$ cat src/rtl/mbx_pkg.sv
package mbx_pkg;
  localparam logic [7:0] OP_READ     = 8'h02;
  localparam logic [7:0] OP_WRITE    = 8'h03;
  localparam logic [7:0] ST_OK       = 8'h01;
  localparam logic [7:0] ST_BAD_CMD  = 8'h80;
  localparam logic [7:0] ST_BAD_ADDR = 8'h81;
  localparam logic [7:0] DOORBELL_GO = 8'h01;

  localparam logic [15:0] PKT_BASE = 16'h8000;
  localparam int PKT_BYTES = 8;
  localparam int IDX_OP    = 0;
  localparam int IDX_COUNT = 1;
  localparam int IDX_VALUE = 4;
  localparam int IDX_ALO   = 6;
  localparam int IDX_AHI   = 7;

  localparam logic [3:0] OFF_DOORBELL = 4'd0;
  localparam logic [3:0] OFF_RESULT   = 4'd1;
  localparam logic [3:0] OFF_PTR_LO   = 4'd2;
  localparam logic [3:0] OFF_PTR_HI   = 4'd3;
  localparam logic [3:0] OFF_INT_CMD  = 4'd8;
  localparam logic [3:0] OFF_INT_WDOG = 4'd9;

  typedef enum logic [1:0] {ENG_IDLE, ENG_WAIT, ENG_ACCESS, ENG_DONE} eng_state_t;

  typedef struct packed {
    logic [7:0]  op;
    logic [7:0]  count;
    logic [15:0] vaddr;
    logic [7:0]  value;
  } mbx_pkt_t;
endpackage

$ cat src/rtl/mbx_host_regs.sv
module mbx_host_regs
  import mbx_pkg::*;
(
  input  logic       clk,
  input  logic       rst,
  input  logic       host_sel,
  input  logic       host_we,
  input  logic [3:0] host_addr,
  input  logic [7:0] host_wdata,
  output logic [7:0] host_rdata,
  output logic       doorbell_o,
  output mbx_pkt_t   pkt_o,
  input  logic       res_we_i,
  input  logic [7:0] res_data_i,
  input  logic       done_i,
  input  logic [7:0] done_status_i,
  input  logic       wdog_evt_i,
  output logic       irq_o
);
  logic [15:0] ptr_q;
  logic [7:0]  result_q;
  logic        int_cmd_q;
  logic        int_wdog_q;
  logic        evt_q;
  logic [7:0]  rdata_q;
  logic [7:0]  pkt_buf [PKT_BYTES];

  logic       wr_go, rd_go, win_sel, win_hit;
  logic [3:0] win_idx;

  always_comb begin
    wr_go   = host_sel & host_we;
    rd_go   = host_sel & ~host_we;
    win_sel = (host_addr[3:2] == 2'b01);
    win_idx = {1'b0, ptr_q[2:0]} + {2'b00, host_addr[1:0]};
    win_hit = (ptr_q[15:3] == PKT_BASE[15:3]) && !win_idx[3];
  end

  assign doorbell_o = wr_go && (host_addr == OFF_DOORBELL) && (host_wdata == DOORBELL_GO);
  assign irq_o      = int_cmd_q | int_wdog_q;
  assign host_rdata = rdata_q;

  always_comb begin
    pkt_o.op    = pkt_buf[IDX_OP];
    pkt_o.count = pkt_buf[IDX_COUNT];
    pkt_o.vaddr = {pkt_buf[IDX_AHI], pkt_buf[IDX_ALO]};
    pkt_o.value = pkt_buf[IDX_VALUE];
  end

  always_ff @(posedge clk) begin
    if (rst) begin
      ptr_q      <= '0;
      result_q   <= '0;
      int_cmd_q  <= 1'b0;
      int_wdog_q <= 1'b0;
      evt_q      <= 1'b0;
    end else begin
      evt_q <= wdog_evt_i;
      if (wr_go && host_addr == OFF_PTR_LO) ptr_q[7:0]  <= host_wdata;
      if (wr_go && host_addr == OFF_PTR_HI) ptr_q[15:8] <= host_wdata;
      if (done_i)
        result_q <= done_status_i;
      else if (wr_go && host_addr == OFF_RESULT)
        result_q <= result_q & ~host_wdata;
      if (done_i)
        int_cmd_q <= 1'b1;
      else if (wr_go && host_addr == OFF_INT_CMD && host_wdata[0])
        int_cmd_q <= 1'b0;
      if (wdog_evt_i && !evt_q)
        int_wdog_q <= 1'b1;
      else if (wr_go && host_addr == OFF_INT_WDOG && host_wdata[0])
        int_wdog_q <= 1'b0;
    end
  end

  for (genvar gi = 0; gi < PKT_BYTES; gi++) begin : g_buf
    always_ff @(posedge clk) begin
      if (rst)
        pkt_buf[gi] <= '0;
      else if (res_we_i && gi == IDX_VALUE)
        pkt_buf[gi] <= res_data_i;
      else if (wr_go && win_sel && win_hit && win_idx[2:0] == 3'(gi))
        pkt_buf[gi] <= host_wdata;
    end
  end

  always_ff @(posedge clk) begin
    if (rst) begin
      rdata_q <= '0;
    end else if (rd_go) begin
      if (win_sel)
        rdata_q <= win_hit ? pkt_buf[win_idx[2:0]] : 8'h00;
      else begin
        case (host_addr)
          OFF_RESULT:   rdata_q <= result_q;
          OFF_PTR_LO:   rdata_q <= ptr_q[7:0];
          OFF_PTR_HI:   rdata_q <= ptr_q[15:8];
          OFF_INT_CMD:  rdata_q <= {7'b0, int_cmd_q};
          OFF_INT_WDOG: rdata_q <= {7'b0, int_wdog_q};
          default:      rdata_q <= 8'h00;
        endcase
      end
    end
  end

  p_cmd_int_source_r9: assert property (@(posedge clk) disable iff (rst)
    $rose(int_cmd_q) |-> $past(done_i));
  p_result_posted_r7: assert property (@(posedge clk) disable iff (rst)
    done_i |=> result_q != 8'h00);
  p_wdog_edge_r10: assert property (@(posedge clk) disable iff (rst)
    $rose(int_wdog_q) |-> $past(wdog_evt_i));
  p_ptr_hold_r2: assert property (@(posedge clk) disable iff (rst)
    !(wr_go && (host_addr == OFF_PTR_LO || host_addr == OFF_PTR_HI)) |=> $stable(ptr_q));
endmodule

$ cat src/rtl/mbx_cmd_engine.sv
module mbx_cmd_engine
  import mbx_pkg::*;
#(
  parameter int RESP_DELAY = 6,
  parameter int VADDR_W    = 6
) (
  input  logic               clk,
  input  logic               rst,
  input  logic               doorbell_i,
  input  mbx_pkt_t           pkt_i,
  output logic               vr_re_o,
  output logic               vr_we_o,
  output logic [VADDR_W-1:0] vr_addr_o,
  output logic [7:0]         vr_wdata_o,
  input  logic [7:0]         vr_rdata_i,
  output logic               res_we_o,
  output logic [7:0]         res_data_o,
  output logic               done_o,
  output logic [7:0]         done_status_o
);
  localparam int CNT_W = $clog2(RESP_DELAY + 1);
  localparam int LAT_W = $clog2(RESP_DELAY + 4);

  eng_state_t         state_q;
  logic [CNT_W-1:0]   cnt_q;
  logic [7:0]         status_q;
  logic               is_read_q;
  logic               re_q, we_q;
  logic [VADDR_W-1:0] addr_q;
  logic [7:0]         wdata_q;
  logic [LAT_W-1:0]   lat_q;

  logic op_ok, addr_ok;
  always_comb begin
    op_ok   = ((pkt_i.op == OP_READ) || (pkt_i.op == OP_WRITE)) && (pkt_i.count == 8'd1);
    addr_ok = (pkt_i.vaddr[15:VADDR_W] == '0);
  end

  always_ff @(posedge clk) begin
    if (rst) begin
      state_q   <= ENG_IDLE;
      cnt_q     <= '0;
      status_q  <= '0;
      is_read_q <= 1'b0;
      re_q      <= 1'b0;
      we_q      <= 1'b0;
      addr_q    <= '0;
      wdata_q   <= '0;
    end else begin
      case (state_q)
        ENG_IDLE: if (doorbell_i) begin
          state_q <= ENG_WAIT;
          cnt_q   <= '0;
        end
        ENG_WAIT: if (cnt_q == CNT_W'(RESP_DELAY - 1)) begin
          state_q   <= ENG_ACCESS;
          addr_q    <= pkt_i.vaddr[VADDR_W-1:0];
          wdata_q   <= pkt_i.value;
          is_read_q <= (pkt_i.op == OP_READ);
          if (!op_ok) begin
            status_q <= ST_BAD_CMD;
          end else if (!addr_ok) begin
            status_q <= ST_BAD_ADDR;
          end else begin
            status_q <= ST_OK;
            re_q     <= (pkt_i.op == OP_READ);
            we_q     <= (pkt_i.op == OP_WRITE);
          end
        end else begin
          cnt_q <= cnt_q + 1'b1;
        end
        ENG_ACCESS: begin
          re_q    <= 1'b0;
          we_q    <= 1'b0;
          state_q <= ENG_DONE;
        end
        default: state_q <= ENG_IDLE;
      endcase
    end
  end

  assign vr_re_o       = re_q;
  assign vr_we_o       = we_q;
  assign vr_addr_o     = addr_q;
  assign vr_wdata_o    = wdata_q;
  assign done_o        = (state_q == ENG_DONE);
  assign done_status_o = status_q;
  assign res_we_o      = done_o && is_read_q && (status_q == ST_OK);
  assign res_data_o    = vr_rdata_i;

  always_ff @(posedge clk) begin
    if (rst)
      lat_q <= '0;
    else if (state_q == ENG_IDLE && doorbell_i)
      lat_q <= '0;
    else if (state_q != ENG_IDLE)
      lat_q <= lat_q + 1'b1;
  end

  p_latency_r4: assert property (@(posedge clk) disable iff (rst)
    done_o |-> lat_q == LAT_W'(RESP_DELAY + 1));
  p_busy_ignore_r11: assert property (@(posedge clk) disable iff (rst)
    (state_q != ENG_IDLE && doorbell_i) |=> lat_q == $past(lat_q) + 1'b1);
  p_err_no_write_r7: assert property (@(posedge clk) disable iff (rst)
    (done_o && done_status_o != ST_OK) |-> !$past(vr_we_o));
endmodule

$ cat src/rtl/mbx_vreg_array.sv
module mbx_vreg_array #(
  parameter int VADDR_W = 6
) (
  input  logic               clk,
  input  logic               rst,
  input  logic               eng_re,
  input  logic               eng_we,
  input  logic [VADDR_W-1:0] eng_addr,
  input  logic [7:0]         eng_wdata,
  output logic [7:0]         eng_rdata,
  input  logic               upd_we,
  input  logic [VADDR_W-1:0] upd_addr,
  input  logic [7:0]         upd_data
);
  localparam int DEPTH = 1 << VADDR_W;

  logic [7:0]         mem [DEPTH];
  logic [7:0]         shadow_q;
  logic [VADDR_W-1:0] shadow_addr_q;
  logic               shadow_vld_q;
  logic [7:0]         rdata_q;
  logic [VADDR_W-1:0] partner_addr;

  assign partner_addr = eng_addr | VADDR_W'(1);
  assign eng_rdata    = rdata_q;

  always_ff @(posedge clk) begin
    if (upd_we && !(eng_we && eng_addr == upd_addr))
      mem[upd_addr] <= upd_data;
    if (eng_we)
      mem[eng_addr] <= eng_wdata;
  end

  always_ff @(posedge clk) begin
    if (rst) begin
      shadow_q      <= '0;
      shadow_addr_q <= '0;
      shadow_vld_q  <= 1'b0;
      rdata_q       <= '0;
    end else if (eng_re) begin
      if (!eng_addr[0]) begin
        rdata_q       <= mem[eng_addr];
        shadow_q      <= mem[partner_addr];
        shadow_addr_q <= partner_addr;
        shadow_vld_q  <= 1'b1;
      end else if (shadow_vld_q && shadow_addr_q == eng_addr) begin
        rdata_q      <= shadow_q;
        shadow_vld_q <= 1'b0;
      end else begin
        rdata_q <= mem[eng_addr];
      end
    end
  end

  p_one_access_r5: assert property (@(posedge clk) disable iff (rst)
    $onehot0({eng_re, eng_we}));
  p_latch_armed_r12: assert property (@(posedge clk) disable iff (rst)
    (eng_re && !eng_addr[0]) |=> shadow_vld_q && shadow_addr_q[0]);
endmodule

$ cat src/rtl/mbx_mailbox_top.sv
module mbx_mailbox_top
  import mbx_pkg::*;
#(
  parameter int RESP_DELAY = 6,
  parameter int VADDR_W    = 6
) (
  input  logic               clk,
  input  logic               rst,
  input  logic               host_sel,
  input  logic               host_we,
  input  logic [3:0]         host_addr,
  input  logic [7:0]         host_wdata,
  output logic [7:0]         host_rdata,
  input  logic               wdog_evt,
  input  logic               ctl_upd_we,
  input  logic [VADDR_W-1:0] ctl_upd_addr,
  input  logic [7:0]         ctl_upd_data,
  output logic               irq
);
  mbx_pkt_t           pkt;
  logic               doorbell, res_we, done;
  logic [7:0]         res_data, done_status;
  logic               vr_re, vr_we;
  logic [VADDR_W-1:0] vr_addr;
  logic [7:0]         vr_wdata, vr_rdata;

  mbx_host_regs u_regs (
    .clk(clk), .rst(rst),
    .host_sel(host_sel), .host_we(host_we), .host_addr(host_addr),
    .host_wdata(host_wdata), .host_rdata(host_rdata),
    .doorbell_o(doorbell), .pkt_o(pkt),
    .res_we_i(res_we), .res_data_i(res_data),
    .done_i(done), .done_status_i(done_status),
    .wdog_evt_i(wdog_evt), .irq_o(irq)
  );

  mbx_cmd_engine #(.RESP_DELAY(RESP_DELAY), .VADDR_W(VADDR_W)) u_eng (
    .clk(clk), .rst(rst),
    .doorbell_i(doorbell), .pkt_i(pkt),
    .vr_re_o(vr_re), .vr_we_o(vr_we), .vr_addr_o(vr_addr),
    .vr_wdata_o(vr_wdata), .vr_rdata_i(vr_rdata),
    .res_we_o(res_we), .res_data_o(res_data),
    .done_o(done), .done_status_o(done_status)
  );

  mbx_vreg_array #(.VADDR_W(VADDR_W)) u_vregs (
    .clk(clk), .rst(rst),
    .eng_re(vr_re), .eng_we(vr_we), .eng_addr(vr_addr),
    .eng_wdata(vr_wdata), .eng_rdata(vr_rdata),
    .upd_we(ctl_upd_we), .upd_addr(ctl_upd_addr), .upd_data(ctl_upd_data)
  );

  p_irq_sources_r13: assert property (@(posedge clk) disable iff (rst)
    $rose(irq) |-> $past(done) || $past(wdog_evt));
endmodule

$ cat config.mk
export PLATFORM = sky130hd
export DESIGN_NAME = mbx_mailbox_top
export DESIGN_NICKNAME = d
export VERILOG_FILES = /design/src/rtl/mbx_pkg.sv /design/src/rtl/mbx_host_regs.sv /design/src/rtl/mbx_cmd_engine.sv /design/src/rtl/mbx_vreg_array.sv /design/src/rtl/mbx_mailbox_top.sv
export SDC_FILE = /design/constraint.sdc
export NUM_CORES = 1
export LEC_CHECK = 0
export BUFFER_PORTS_ARGS = -buffer_cell sky130_fd_sc_hd__buf_2
export CORE_AREA = 4 4 268 270
export CTS_CLUSTER_SIZE = 20
export DETAILED_ROUTE_END_ITERATION = 7
export DIE_AREA = 0 0 272 274
export PLACE_DENSITY = 0.74
export SYNTH_ARGS = -nofsm -noshare
export SYNTH_HDL_FRONTEND = slang
export SYNTH_SLANG_ARGS = --single-unit
$ cat constraint.sdc
create_clock -name clk -period 3.55 [get_ports clk]
set_input_delay 0.1775 -clock clk [delete_from_list [all_inputs] [get_ports clk]]
set_output_delay 0.1775 -clock clk [all_outputs]
set_load 0.005 [all_outputs]
Word level (Yosys, flattened, before mapping):

Memories as Yosys holds them, arrays and structs flattened. A register that Yosys moved wholly into a read port is not among the register bits.
Index checks and enable logic that the tools add are counted.

* word-level logic and storage cells: 188
* output and inout port bits: 9
* bits in writable memories: 576
* input port bits: 32
* register bits after elaboration: 72
* memories kept: 2

Memory list
* u_vregs.mem: depth 64, bits a word 8, rd ports 2, clocked after Yosys merged registers in 2, wr ports 2, line mbx_vreg_array.sv:17 `logic [7:0] mem [DEPTH];`
* u_regs.pkt_buf: depth 8, bits a word 8, rd ports 6, clocked after Yosys merged registers in 1, wr ports 8, line mbx_host_regs.sv:26 `logic [7:0] pkt_buf [PKT_BYTES];`

* reduce and logical (&&, ||, !) cells: 46
* mux-type cells: 74
* add/subtract/negate cells: 2
* equal/unequal tests: 31
* bitwise logic cells: 16

Operators by type and width (count)
* $mux 8: 17
* $mux 1: 46
* $pmux 8 s5: 1
* $logic_and 1x1->1: 27
* $eq 8x1->1 const B: 3
* $eq 8x2->1 const B: 2
* $eq 3x3->1 const B: 5
* $eq 13x13->1 const B: 1
* $eq 6x6->1: 2
* $mux 6: 2
* $logic_not 10->1: 1
* $or 1x1->1: 10
* $reduce_bool 2->1: 5
* $and 8x8->8: 1
* $eq 4x2->1 const B: 2
* $eq 4x4->1 const B: 2
* $ne 2x1->1 const B: 4
* $not 8->8: 1
* $reduce_and 2->1: 4
* $eq 3x2->1 const B: 2
* $mux 3: 2
* $pmux 2 s3: 1
* $pmux 3 s2: 1
* $add 3x2->4: 1
* other kinds (17): 26

Longest topological paths before layout:

* depth in word-level cells: 10
* mapped depth: 10
* mapped depth without buffers: 8

Modules after synthesis:

From an unflattened synthesis, not the netlist that was laid out.

* cell total of the unflattened synthesis: 2618
* area total of the unflattened synthesis: 36120.9 µm²

By module, submodules not included
* mbx_vreg_array: times used 1, cells each 2013, area each 30204.0 µm², sequential area each 15835.2 µm²
* mbx_host_regs: times used 1, cells each 458, area each 4729.5 µm², sequential area each 2622.5 µm²
* mbx_cmd_engine: times used 1, cells each 147, area each 1187.4 µm², sequential area each 480.5 µm²

Least setup slack after synthesis:

Ideal clock, no wire load.

* kind: reg2reg
* start point: reg u_regs.ptr_q[0]
* end point: mem u_regs.pkt_buf[2][0], enable pin
* period minus slack after synthesis: 2.927 ns
* data required time: 3.152 ns
* slack: 0.623 ns
* library setup time: 0.398 ns
* path buffers: 1
* arrival time: 2.529 ns
* cell stages (with the launch flop): 7
* cell sequence: dfxtp_1 > ha_1 > inv_1 > fa_1 > clkbuf_1 > or2_2 > o41ai_1

RTL lines
* start, declared: line mbx_host_regs.sv:20 `logic [15:0] ptr_q;`
* start signal, assigned: line mbx_host_regs.sv:59 `if (wr_go && host_addr == OFF_PTR_LO) ptr_q[7:0] <= host_wdata;`
* end, declared: line mbx_host_regs.sv:26

Final worst setup path:

* start point: reg u_eng.addr_q[2], in the netlist u_eng.vr_addr_o[2]
* end point: reg u_vregs.rdata_q[4], in the netlist u_vregs.eng_rdata[4]

* cells in the longest elaborated chain, start to end: 4

RTL lines
* start, declared: line mbx_cmd_engine.sv:29 `logic [VADDR_W-1:0] addr_q;`
* start signal, assigned: line mbx_cmd_engine.sv:57 `addr_q <= pkt_i.vaddr[VADDR_W-1:0];`
* $eq 6x6->1: line mbx_vreg_array.sv:46 `end else if (shadow_vld_q && shadow_addr_q == eng_addr) begin`
* $logic_and 1x1->1: line mbx_vreg_array.sv:46
* $mux 8: line mbx_vreg_array.sv:46
* $mux 8: line mbx_vreg_array.sv:41 `if (!eng_addr[0]) begin`
* end signal, assigned: line mbx_vreg_array.sv:42 `rdata_q <= mem[eng_addr];`
* end signal, assigned: line mbx_vreg_array.sv:47 `rdata_q <= shadow_q;`
* end signal, assigned: line mbx_vreg_array.sv:50 `rdata_q <= mem[eng_addr];`
* end, declared: line mbx_vreg_array.sv:21 `logic [7:0] rdata_q;`

Every way passes these cells.
A chain may end at the register's enable or synchronous reset.

==> results.yml <==
critical_path:
  worstPathBufferInverterCount: 1
  critical_path.slowest_cell: "sky130_fd_sc_hd__buf_4"
  worstSetupEndpointType: "flip-flop"
  cp.depth: 6
  ff2ff_path_depth: 6
  setup.worst_path.class: "flip-flop to flip-flop"
  timing.critical_path.required_ns: 4.08
  slowest_delay_ns: 0.63
  worstReg2RegStart: "u_eng.vr_addr_o[2]"
  critical_path_peak_fanout: 44
  crit_path_cell_trace: "buf_4, xor2_1, nor4_1, nand4_1, o221ai_1, o21ba_2"
  arrival_ns: 3.44
  cp-start-kind: "flip-flop"
  timing.critical_path.max_delay_family: "simple AND/OR/NAND/NOR gates"
  timing.critical_path.from: "u_eng.vr_addr_o[2]"
layout:
  most-common-layout-cells: "sky130_fd_sc_hd__edfxtp_1, sky130_fd_sc_hd__mux2_2, sky130_fd_sc_hd__mux4_2"
  final_common_cell: "sky130_fd_sc_hd__edfxtp_1"
  share_of_final_layout_standard_cells_stronger_than_drive_strength_1_pct: 42.17
  final_cell_count_no_fill: 3572
  multi_input_comb_area_mm2: 0.01558
  final_core_util_pct: 57.74
  syn_to_final_growth_pct: 12.29
  fillers: 5388
  antennaDiodeCount: 0
  finish.instance_area_mm2: 0.04015
  register_area_mm2: 0.01909
  num-nets-final: 2612
min_path:
  hold_path.class: "input port to flip-flop"
  whs_path_depth: 3
  hold_path_startpoint: "host_wdata[7]"
clock_tree:
  cts_hold_buffers: 10
  tritoncts: "yes"
  clock_insertion_delay_worst_skew_ns: 0.63
  cts_resized: 0
  h-tree-depth: 3
  clk_transition_reported_paths_ns: 0.06
  cts.repair_timing.setup_buffer_count: 0
  clock_tree.buffer_depth: 3
  numClockSinks: 664
  clock_tree.root_cell: "sky130_fd_sc_hd__clkbuf_16"
  cts_inserted_buffers: 75
detailed_routing:
  dr_total_vias: 24460
  finalWirelength_um: 112600
  post_drt_via_cell_ratio: 6.848
  drc: 0
  average_wire_per_standard_cell_um: 31.51
  drtIter0Drc: 3431
  drtPass1Iterations: 6
  postRouteAntennaNets: 0
timing:
  hold_violations: 0
  setup_repair_after_global_routing_missed_its_margin: "false"
  layout_min_cycle_time_ns: 2.910
  period_share_pct: 81.97
  achievable-frequency_mhz: 343.7
  finalSetupViolations: 0
  tns_ns: 0
  worstMarginPinSlew_ns: 1.259
  pnr_worst_setup_slack_ns: 0.6401
  final-max-slew-violation-count: 0
  fin_worst_hold_slack_ns: 0.02484
  maxSlewHeadroom_pct: 15.20
  clock_skew_ns: 0.02358
synth:
  ys.warnings.count: 0
  syn_nets: 2553
  synth-edff-count: 576
  synth.cell_area_mm2: 0.03576
  post_synth_inst_count: 2512
  synth.avg_cell_area_um2: 14.24
  post_synth_arst_share_pct: 0
  ys_types: 69
  yosys_register_bits: 664
  synth_sequential_area_ratio_pct: 53.30
  ys.flop_type: "sky130_fd_sc_hd__edfxtp_1"
power:
  power.static_leakage_nw: 13.06
  share_clk_of_total_power_pct: 46.1
  pwr-share-seq_pct: 49.5
  switching_power_mw: 3.707
  vdd_drop_max_mv: 0.3268
  total_power_mw: 17.33
  power.density_cell_area_mw_per_mm2: 431.6
  intPower_mw: 13.62
  comb_power_share_pct: 4.5
  power.switching_fraction_pct: 21.39
die:
  floorplan.die_area_mm2: 0.07453
  initial_core_util_pct: 51.42
  row_count: 97
  die_width_um: 272
  core-area_mm2: 0.06954
  die_height_um: 274
  pin_count: 41
global_routing:
  track_usage_pct: 29.87
  grt_pass1_wl_um: 164600
  grt_remaining_overflow: 0
  grt_max_degree: 66
  grt_antenna_before_repair: 1
  first_global_vias: 23710
placement:
  placedInstanceArea_mm2: 0.03757
  globalplace.congestion: 1.025
  place_inst: 3424
  placement.setup.worst_slack_ns: 0.5760
  dp_hpwl_um: 76340
  input_output_buffers: 40
run_status:
  run_status: "complete, no violations"
flow_run:
  cap_viol_max_count: 0
## final timing paths
check | end | slack (ns)
max | u_vregs.eng_rdata[4] | 0.64
min | u_regs.ptr_q[7] | 0.02
max reg2reg | u_vregs.eng_rdata[4] | 0.64
min reg2reg | u_regs.result_q[6] | 0.44
## layout make-up
class,instances,area share (%)
inverters,18,0.1683
clock inverters,47,1.306
multi-input cells,1580,38.79
well taps,940,2.929
clock buffers,91,4.877
flip-flops and latches,664,47.54
repair buffers,232,4.381
## routing by layer
metal	wire, µm	vias to the layer above	global-route usage, %
li1	-	9985	-
met1	43090	12510	41.15
met2	51930	1677	46.40
met3	12160	292	6.712
met4	5365	2	12.07
met5	13	-	0
## Yosys cell counts (7+ instances only)
library cell	number	area share, %
sky130_fd_sc_hd__o221ai_1	10	0.24
sky130_fd_sc_hd__nand2b_1	16	0.28
sky130_fd_sc_hd__nand2_1	138	1.4
sky130_fd_sc_hd__or3_1	12	0.21
sky130_fd_sc_hd__nand3_1	27	0.38
sky130_fd_sc_hd__a21oi_1	55	0.77
sky130_fd_sc_hd__a22oi_1	23	0.48
sky130_fd_sc_hd__o22ai_1	52	0.91
sky130_fd_sc_hd__buf_4	13	0.27
sky130_fd_sc_hd__buf_2	49	0.69
sky130_fd_sc_hd__edfxtp_1	576	48
sky130_fd_sc_hd__nor2_1	85	0.89
sky130_fd_sc_hd__a22o_1	12	0.29
sky130_fd_sc_hd__clkbuf_1	168	1.8
sky130_fd_sc_hd__a211oi_1	11	0.23
sky130_fd_sc_hd__xor2_1	12	0.29
sky130_fd_sc_hd__a222oi_1	8	0.22
sky130_fd_sc_hd__nor2b_1	21	0.37
sky130_fd_sc_hd__mux2i_1	79	2.2
sky130_fd_sc_hd__and2_1	61	1.1
sky130_fd_sc_hd__inv_1	18	0.19
sky130_fd_sc_hd__nand3b_1	7	0.15
sky130_fd_sc_hd__o21ai_0	74	1.0
sky130_fd_sc_hd__nor2_2	12	0.21
sky130_fd_sc_hd__dfxtp_1	88	4.9
sky130_fd_sc_hd__nor3_1	14	0.20
sky130_fd_sc_hd__buf_1	19	0.20
sky130_fd_sc_hd__mux4_2	184	12
sky130_fd_sc_hd__ha_1	8	0.28
sky130_fd_sc_hd__nor4_1	8	0.14
sky130_fd_sc_hd__mux2_2	542	17
sky130_fd_sc_hd__a31oi_1	10	0.17
## tightest hold or removal path: stages
cell	delay [ns]
sky130_fd_sc_hd__buf_2	0.21
sky130_fd_sc_hd__mux2i_1	0.17
sky130_fd_sc_hd__nor2_1	0.05
## registers in the layout, summed over array words and instances (netlist names), named ones only
name and flops:
u_regs.result_q 8, u_vregs.shadow_addr_q 6, u_regs.int_cmd_q 1, u_vregs.mem 512
u_eng.is_read_q 1, u_eng.vr_wdata_o 8, u_vregs.shadow_vld_q 1, u_eng.vr_addr_o 6
u_regs.evt_q 1, u_vregs.eng_rdata 8, u_regs.int_wdog_q 1, u_eng.vr_re_o 1
u_regs.host_rdata 8, u_regs.ptr_q 16, u_eng.cnt_q 3, u_eng.vr_we_o 1
u_vregs.shadow_q 8, u_eng.state_q 2, u_eng.done_status_o 2, u_regs.pkt_buf 64
## power groups by stage
stage                     Clock [mW]  Sequential [mW]  Combinational, mW
final                           7.98             8.57              0.772
after global routing            8.37             8.57              0.825
after CTS                       8.04             8.57              0.763
after detailed placement           0             8.74              0.748
after global placement             0             8.74              0.717
after floorplan                    0             8.72              0.516
## logic make-up (layout without fill, tap and decap cells)
family                     count (synthesis)  in the layout  share of synthesized area (%)
AOI/OAI and AO/OA                        303            303                          5.507
xor gates and xnor gates                  13             13                         0.3184
adders and majority gates                  9              9                         0.3359
buffers and inverters                    268            388                          3.142
DFF                                      664            664                          53.30
muxes                                    805            805                          30.87
and+or+nand+nor                          450            450                          6.533
Power figures use the tool's default switching activity.
